--- src/rtl/rtc_bcd_regs.sv ---
module rtc_bcd_regs #(
  parameter int TICKS_PER_SEC = 32768
) (
  input  logic       clk,
  input  logic       rst_n,
  input  logic       tick_en,
  input  logic       ce_n,
  input  logic       we_n,
  input  logic       oe_n,
  input  logic [2:0] addr,
  input  logic [7:0] wdata,
  output logic [7:0] rdata
);
  localparam int PW = (TICKS_PER_SEC > 2) ? $clog2(TICKS_PER_SEC) : 1;
  localparam logic [PW-1:0] PLAST = PW'(TICKS_PER_SEC - 1);

  logic [7:0] cnt  [8];
  logic [7:0] hold [8];
  logic [7:0] nxt  [8];
  logic [PW-1:0] psc;
  logic ctl_r, ctl_w, wr_q;
  logic wr_now, wr_stb, load, sec_pulse, rd_en;
  logic [7:0] mlast;

  function automatic logic [7:0] bcd_next(input logic [7:0] v, input logic [7:0] max,
                                          input logic [7:0] min);
    if (v == max)          return min;
    else if (v[3:0] == 4'd9) return {v[7:4] + 4'd1, 4'd0};
    else                   return v + 8'd1;
  endfunction

  function automatic logic [7:0] month_len(input logic [7:0] mon, input logic [7:0] yr);
    logic leap;
    leap = yr[4] ? (yr[3:0] == 4'd2 || yr[3:0] == 4'd6)
                 : (yr[3:0] == 4'd0 || yr[3:0] == 4'd4 || yr[3:0] == 4'd8);
    case (mon)
      8'h02:                      return leap ? 8'h29 : 8'h28;
      8'h04, 8'h06, 8'h09, 8'h11: return 8'h30;
      default:                    return 8'h31;
    endcase
  endfunction

  assign wr_now    = ~ce_n & ~we_n;
  assign wr_stb    = wr_now & ~wr_q;
  assign load      = wr_stb & (addr == 3'd7) & ctl_w & ~wdata[7];
  assign sec_pulse = tick_en & (psc == PLAST) & ~load;
  assign rd_en     = ~ce_n & ~oe_n & we_n;
  assign mlast     = month_len(cnt[5], cnt[6]);
  assign rdata     = !rd_en ? 8'h00 :
                     (addr == 3'd7) ? {ctl_w, ctl_r, hold[7][5:0]} : hold[addr];

  always_comb begin
    for (int i = 0; i < 8; i++) nxt[i] = cnt[i];
    if (sec_pulse) begin
      nxt[0] = bcd_next(cnt[0], 8'h59, 8'h00);
      if (cnt[0] == 8'h59) begin
        nxt[1] = bcd_next(cnt[1], 8'h59, 8'h00);
        if (cnt[1] == 8'h59) begin
          nxt[2] = bcd_next(cnt[2], 8'h23, 8'h00);
          if (cnt[2] == 8'h23) begin
            nxt[3] = bcd_next(cnt[3], 8'h07, 8'h01);
            nxt[4] = bcd_next(cnt[4], mlast, 8'h01);
            if (cnt[4] == mlast) begin
              nxt[5] = bcd_next(cnt[5], 8'h12, 8'h01);
              if (cnt[5] == 8'h12) begin
                nxt[6] = bcd_next(cnt[6], 8'h99, 8'h00);
                if (cnt[6] == 8'h99) nxt[7] = bcd_next(cnt[7], 8'h39, 8'h00);
              end
            end
          end
        end
      end
    end
  end

  always_ff @(posedge clk or negedge rst_n) begin
    if (!rst_n) begin
      for (int i = 0; i < 8; i++) begin
        cnt[i]  <= (i >= 3 && i <= 5) ? 8'h01 : 8'h00;
        hold[i] <= (i >= 3 && i <= 5) ? 8'h01 : 8'h00;
      end
      cnt[7]  <= 8'h20;
      hold[7] <= 8'h20;
      psc     <= '0;
      ctl_r   <= 1'b0;
      ctl_w   <= 1'b0;
      wr_q    <= 1'b0;
    end else begin
      wr_q <= wr_now;

      if (load)
        psc <= '0;
      else if (tick_en)
        psc <= (psc == PLAST) ? '0 : psc + PW'(1);

      if (load) begin
        for (int i = 0; i < 7; i++) cnt[i] <= hold[i];
        cnt[7] <= {2'b00, wdata[5:0]};
      end else begin
        for (int i = 0; i < 8; i++) cnt[i] <= nxt[i];
      end

      if (!ctl_r && !ctl_w)
        for (int i = 0; i < 8; i++) hold[i] <= cnt[i];
      if (wr_stb && ctl_w)
        hold[addr] <= (addr == 3'd7) ? {2'b00, wdata[5:0]} : wdata;

      if (wr_stb && addr == 3'd7) begin
        ctl_w <= wdata[7];
        ctl_r <= wdata[6];
      end
    end
  end
endmodule

--- config.mk ---
export PLATFORM = sky130hd
export DESIGN_NAME = rtc_bcd_regs
export DESIGN_NICKNAME = d
export VERILOG_FILES = /design/src/rtl/rtc_bcd_regs.sv
export SDC_FILE = /design/constraint.sdc
export NUM_CORES = 1
export LEC_CHECK = 0
export BUFFER_PORTS_ARGS = -buffer_cell sky130_fd_sc_hd__buf_2
export CORE_MARGIN = 3
export CORE_UTILIZATION = 50
export DETAILED_ROUTE_END_ITERATION = 10
export MAX_ROUTING_LAYER = met4
export PLACE_DENSITY = 0.7
export SLEW_MARGIN = 20
export SYNTH_ARGS = -nofsm -noshare
export SYNTH_HDL_FRONTEND = slang
export SYNTH_SLANG_ARGS = --single-unit
--- constraint.sdc ---
create_clock -name clk -period 4.3 [get_ports clk]
set_input_delay 0.43 -clock clk [delete_from_list [all_inputs] [get_ports clk]]
set_output_delay 0.43 -clock clk [all_outputs]
set_load 0.05 [all_outputs]
==> metrics.txt, run 1 <==
Post-Syn Instances=1027; critical path arrival=3.71 ns; Slew @ Worst Pin=1.10 ns; Max VDD drop=0.000327 V; final layout net count=1062; sequential-to-total area share from yosys stat=40.1%; Lkg Pwr=0.00424 µW; Hold Fails Final Rpt=0; Required @ worst endpoint=4.61 ns; dpl cell area=9280 µm²; Overflow after GRT=0; synthesized area per cell=8.78 µm²; top cell type's share of synthesized area=37.8%; synthesis-to-layout area growth=10.2%; vias per cell=6.25; post-synthesis mux area share=10.9%; M3 GR Usage=5.63%; core area=17500 µm²; Mapped Area=9010 µm²; met1 usage=37.5%; number of global-route vias before repair=7268; post-synthesis compound-gate area fraction=21.0%; hpwl dp=16.8 mm; wire per inst=19.3 µm; Hold-fix buffers, CTS=0; CP max FO=13; final setup vio count=0; largest family of logic cells by synthesized area=compound AO/OA/AOI/OAI gates; I/O Pins=25; Reg2Reg Depth=8; Power Dens Cells=365 nW/µm²; Die Area=19700 µm²; largest net degree at the start of global routing=92; Hold/Removal Path Class=in -> async; final worst path period need=3.40 ns; max cap viols=0; DIE HEIGHT=140 µm; Fmax=294 MHz; layout cell share with drive strength beyond 1=11.0%; TNS Setup=0 ns; post-route antenna net violation count=0; Synth Area in Simple Gates=18.6%; CTS root buf=clkbuf_16; crit start category=flop; IO Port Bufs=24; adder-cell area share of the yosys netlist=3.89%; WS Path Type=reg -> reg; placer congestion estimate=0.912; ys async rst share=100%; DR vias=7856; slew margin rel.=26.0%; post-synthesis xor/xnor area fraction=1.46%; Clk pin slew, worst setup/hold paths=0.06 ns; top cells by count, synth=dfrtp_1, nor2_1, a21oi_1, o21ai_0, nand2_1; flip-flop cell with the highest count after synthesis=dfrtp_1; Yosys cell types=66; worst r2r dst=cnt[9]; initial core utilization=51.6%; Die W=140 µm; Clock Sinks=144; Seq cells post-synth=144; H-tree depth=4; DRT Pass-1 Iters=5; Reg2Reg Launch Point=cnt[18]; Ys Warns=0; post-route clock period utilization=79.1%; CTS max path bufs=2; Post-Layout Inst Area=9930 µm²; Mapped Nets=1072; Resized Gates After CTS=0; most frequent cell after synthesis=dfrtp_1; CP endpoint kind=flop; post-CTS setup buffers=0; GRT Total Usage=26.0%; status=finished, final reports clean; post-route clock skew=0.0147 ns; top post-synthesis cells by area=dfrtp_1, mux2i_1, a21oi_1; Routed WL=24.3 mm; DRC viols=0; met2 usage=37.0%; Worst R2R Setup Slack=0.90 ns; unrepaired setup endpoints after global routing=no; max-slew violation total from the final report=0; initial antenna violation count=2; clk_lat worst skew=0.43 ns; first-pass GRT wire length=39.8 mm; most used routing layer=met1; dominant cell type by area after synthesis=dfrtp_1; EDFF count, synth=0; initial drt markers=791; TritonCTS buffer count=17; num rows=48; CTS tree=built
stage by stage:
stage	instances	power [µW]	setup slack, ns	utilization (%)	hold slack [ns]
after CTS	1255	3640	0.973	56.8	0.118
after global routing	1257	3750	0.681	56.8	0.134
after floorplan	1027	1870	1.12	-	0.134
after global placement	1223	2020	0.876	53.1	0.500
after detailed placement	1223	2030	0.783	53.1	0.502
final	1257	3620	0.898	56.8	0.0617
critical path: stages, from the launching register on:
cell and delay (ns):
dfrtp_1 0.54, nor4b_1 0.71, nand2_1 0.16, o31ai_1 0.43
o21ai_0 0.22, a21oi_1 0.51, buf_4 0.26, a31oi_1 0.15
a221o_1 0.29
kinds of logic (layout without fill, tap and decap cells):
kind of cell	after synthesis	in the layout
fa+ha+maj	28	28
simple gates	346	346
mux	86	86
other cells	0	2
flops	144	144
xor+xnor	15	15
compound gates	314	314
buf+inv	94	97
cell type report:
cell class | instances | area (µm²)
fillers | 1578 | 7540
diodes | 2 | 5.00
repair buffers | 38 | 244
flip-flops and latches | 144 | 3610
clock buffers | 23 | 488
clock inverters | 9 | 154
multi-input cells | 789 | 5050
inverters | 27 | 101
well taps | 225 | 282
metal layers:
metal / vias up / wire [µm] / share of wire, %
met3: 38 / 1970 / 8.1
met4: 0 / 515 / 2.1
li1: 3754 / - / -
met1: 3763 / 11300 / 46
met5: - / 0 / 0
met2: 301 / 10600 / 43
registers in the layout, summed over array words and instances (netlist names):
signal  count
ctl_r       1
cnt        64
wr_q        1
psc        15
hold       62
ctl_w       1
how the worst max path moves through the flow:
stage            start        to  slack [ns]  depth (start not counted)
6_report       cnt[18]    cnt[9]        0.90                          8
5_1_grt        cnt[18]    cnt[9]        0.68                          8
2_1_floorplan  addr[0]  rdata[0]        1.12                          5
3_5_place_dp   addr[0]   cnt[28]        0.78                          8
4_1_cts        cnt[18]    cnt[9]        0.97                          8
3_3_place_gp   addr[0]   cnt[28]        0.88                          8
layout by cell type, fill, tap and decap left out, drive strengths merged, types with 7 or more instances in the layout:
master	netlist	routed
dfrtp	136	136
nor2	118	118
a21oi	110	110
o21ai	93	93
nand2	89	89
mux2i	63	63
buf	15	38
ha	28	28
inv	27	27
nand3	27	27
a211oi	24	24
clkbuf	52	23
nor3	21	21
mux2	15	15
nand4	13	13
nor3b	12	12
o22ai	11	11
and3	11	11
a22oi	9	9
nor2b	8	8
mux4	8	8
a31oi	8	8
o31ai	8	8
a32oi	8	8
xor2	8	8
dfstp	8	8
or3	7	7
xnor2	7	7
o211ai	7	7
power breakdown:
part	internal (µW)	total, µW	leakage [µW]	switching, µW
sequential	1440	1540	0.00174	101
clock	1030	1620	0.000309	585
combinational	197	467	0.00219	271
(Power assumes the default switching activity.)
==> run 2: changes to the inputs <==
clock period = 3.5 ns   (was 4.3 ns; I/O delays follow)
==> run 2 against run 1 <==
Net effect: cell count increased by 0.64%; total power up 22%; via count barely moved; combinational power increased by 29%; critical endpoint is now cnt[11].
==> metrics.txt, run 2 (synthesis results as in run 1) <==
status=finished, final reports clean; Slew @ Worst Pin=1.04 ns (-0.0528 ns); Largest register FFs=64 (unchanged); register with the most flip-flops=cnt; CP max stage delay=0.59 ns (-0.12 ns); initial drt markers=615 (-22%); largest net degree at the start of global routing=75 (-18%); DIE HEIGHT=140 µm (unchanged); initial core utilization=51.6% (unchanged); CTS tree=built; final layout net count=1073 (+1.0%); Routed WL=25.2 mm (+3.6%); TritonCTS buffer count=17 (unchanged); initial antenna violation count=0 (-2); met2 usage=38.6% (+1.6 points); placer congestion estimate=0.918 (+0.60%); final setup vio count=0 (unchanged); Clock Sinks=144 (unchanged); Max VDD drop=0.000614 V (+88%); most frequent cells in the layout=dfrtp_1, nor2_1, a21oi_1; num rows=48 (unchanged); slew margin rel.=30.5% (+4.5 points); number of global-route vias before repair=7241 (-0.37%); Power Dens Cells=443 nW/µm² (+21%); met1 usage=38.8% (+1.3 points); max cap viols=0 (unchanged); Fmax=326 MHz (+11%); unrepaired setup endpoints after global routing=no; Slowest cell on crit path=or4_1; IO Port Bufs=24 (unchanged); Overflow after GRT=0 (unchanged); Die Area=19700 µm² (unchanged); M3 GR Usage=4.98% (-0.65 points); CP endpoint kind=flop; wire per inst=19.9 µm (+2.9%); DRC viols=0 (unchanged); clk_lat worst skew=0.43 ns (about the same); final worst path period need=3.07 ns (-0.337 ns); Hold Fails Final Rpt=0 (unchanged); synthesis-to-layout area growth=11.0%; WS Path Type=reg -> reg; Largest regs=cnt x64, hold x62, psc x15; H-tree depth=4 (unchanged); most used routing layer=met1; GRT Total Usage=26.8% (+0.82 points); most common cell after layout, fill and taps aside=dfrtp_1; TNS Setup=0 ns (unchanged); Die W=140 µm (unchanged); CP max FO=12 (-1); CTS max path bufs=2 (unchanged); vias per cell=6.22 (-0.56%); first-pass GRT wire length=40.6 mm (+2.0%); cell count after placement=1233 (+0.82%); crit path cell chain=ha_1 -> and3b_1 -> and3_1 -> a21oi_1 -> nor4_4 -> o211ai_2 -> or4_1 -> nand3_1; I/O Pins=25 (unchanged); hpwl dp=17.1 mm (+2.1%); DRT Pass-1 Iters=5 (unchanged); fin cells=1265 (+0.64%); post-route antenna net violation count=0 (unchanged); DR vias=7862 (+0.076%); post-route clock skew=0.0113 ns (-0.00342 ns); Clk pin slew, worst setup/hold paths=0.06 ns (about the same); max-slew violation total from the final report=0 (unchanged); Required @ worst endpoint=3.87 ns (-0.74 ns); CTS root buf=clkbuf_16; Resized Gates After CTS=0 (unchanged); # diodes=0 (-2); layout cell share with drive strength beyond 1=11.8% (+0.86 points); crit start category=flop; post-route clock period utilization=87.6% (+8.5 points); Hold/Removal Path Class=in -> reg; Lkg Pwr=0.00428 µW (+0.93%); core area=17500 µm² (unchanged); critical path arrival=3.43 ns (-0.28 ns)
-- run 2: stage by stage --
step / area [µm²] / total power [µW] / hold WS, ns / util [%] / setup slack [ns]
after detailed placement: 9370 / 2510 / 0.430 / 53.6 / 0.438
after global placement: 9370 / 2510 / 0.430 / 53.6 / 0.471
final: 10000 / 4430 / 0.105 / 57.2 / 0.435
after global routing: 10000 / 4590 / 0.105 / 57.2 / 0.253
after floorplan: 9010 / 2300 / 0.0544 / - / 0.480
after CTS: 10000 / 4450 / 0.0966 / 57.2 / 0.501
-- run 2: path summary, 6_finish.rpt --
path / endpoint / cells past startpoint / from / slack, ns
worst max-delay path: cnt[11] / 8 / cnt[56] / 0.43
worst min-delay path: wr_q / 2 / we_n / 0.11
worst max register to register: cnt[11] / 8 / cnt[56] / 0.43
worst min register to register: hold[3] / 2 / hold[3] / 0.50
max in group asynchronous: hold[32] / 3 / rst_n / 2.11
min in group asynchronous: psc[5] / 2 / rst_n / 0.49
-- run 2: per-layer routing --
layer | routed length (µm) | vias to the layer above
met1 | 11700 | 3797
met4 | 569 | 0
met5 | 0 | -
li1 | - | 3760
met3 | 1740 | 32
met2 | 11200 | 273
-- run 2: where the power goes --
group          switching [µW]  internal [µW]  total, µW
Sequential                128           1770       1900
Combinational             349            254        604
Clock                     753           1180       1930
-- run 2: cell type report --
| type | instances | area, µm² |
|---|---|---|
| fillers | 1547 | 7470 |
| multi-input cells | 789 | 5040 |
| flip-flops and latches | 144 | 3610 |
| clock buffers | 20 | 467 |
| repair buffers | 49 | 342 |
| well taps | 225 | 282 |
| clock inverters | 11 | 155 |
| inverters | 27 | 101 |
-- run 2: worst max-delay path: cells and delay by family, from the launching register on --
kind	cells	cell delay (ns)
DFF	1	0.45
AOI/OAI and AO/OA	2	0.50
adders and majority gates	1	0.19
and+or+nand+nor	5	1.87
-- run 2: timing repair --
item / in CTS / in global routing
hold endpoints to repair: 56 / 0
buffers inserted: 0 / 0
endpoints found under the setup margin: 0 / 0
hold buffers: 1 / 0
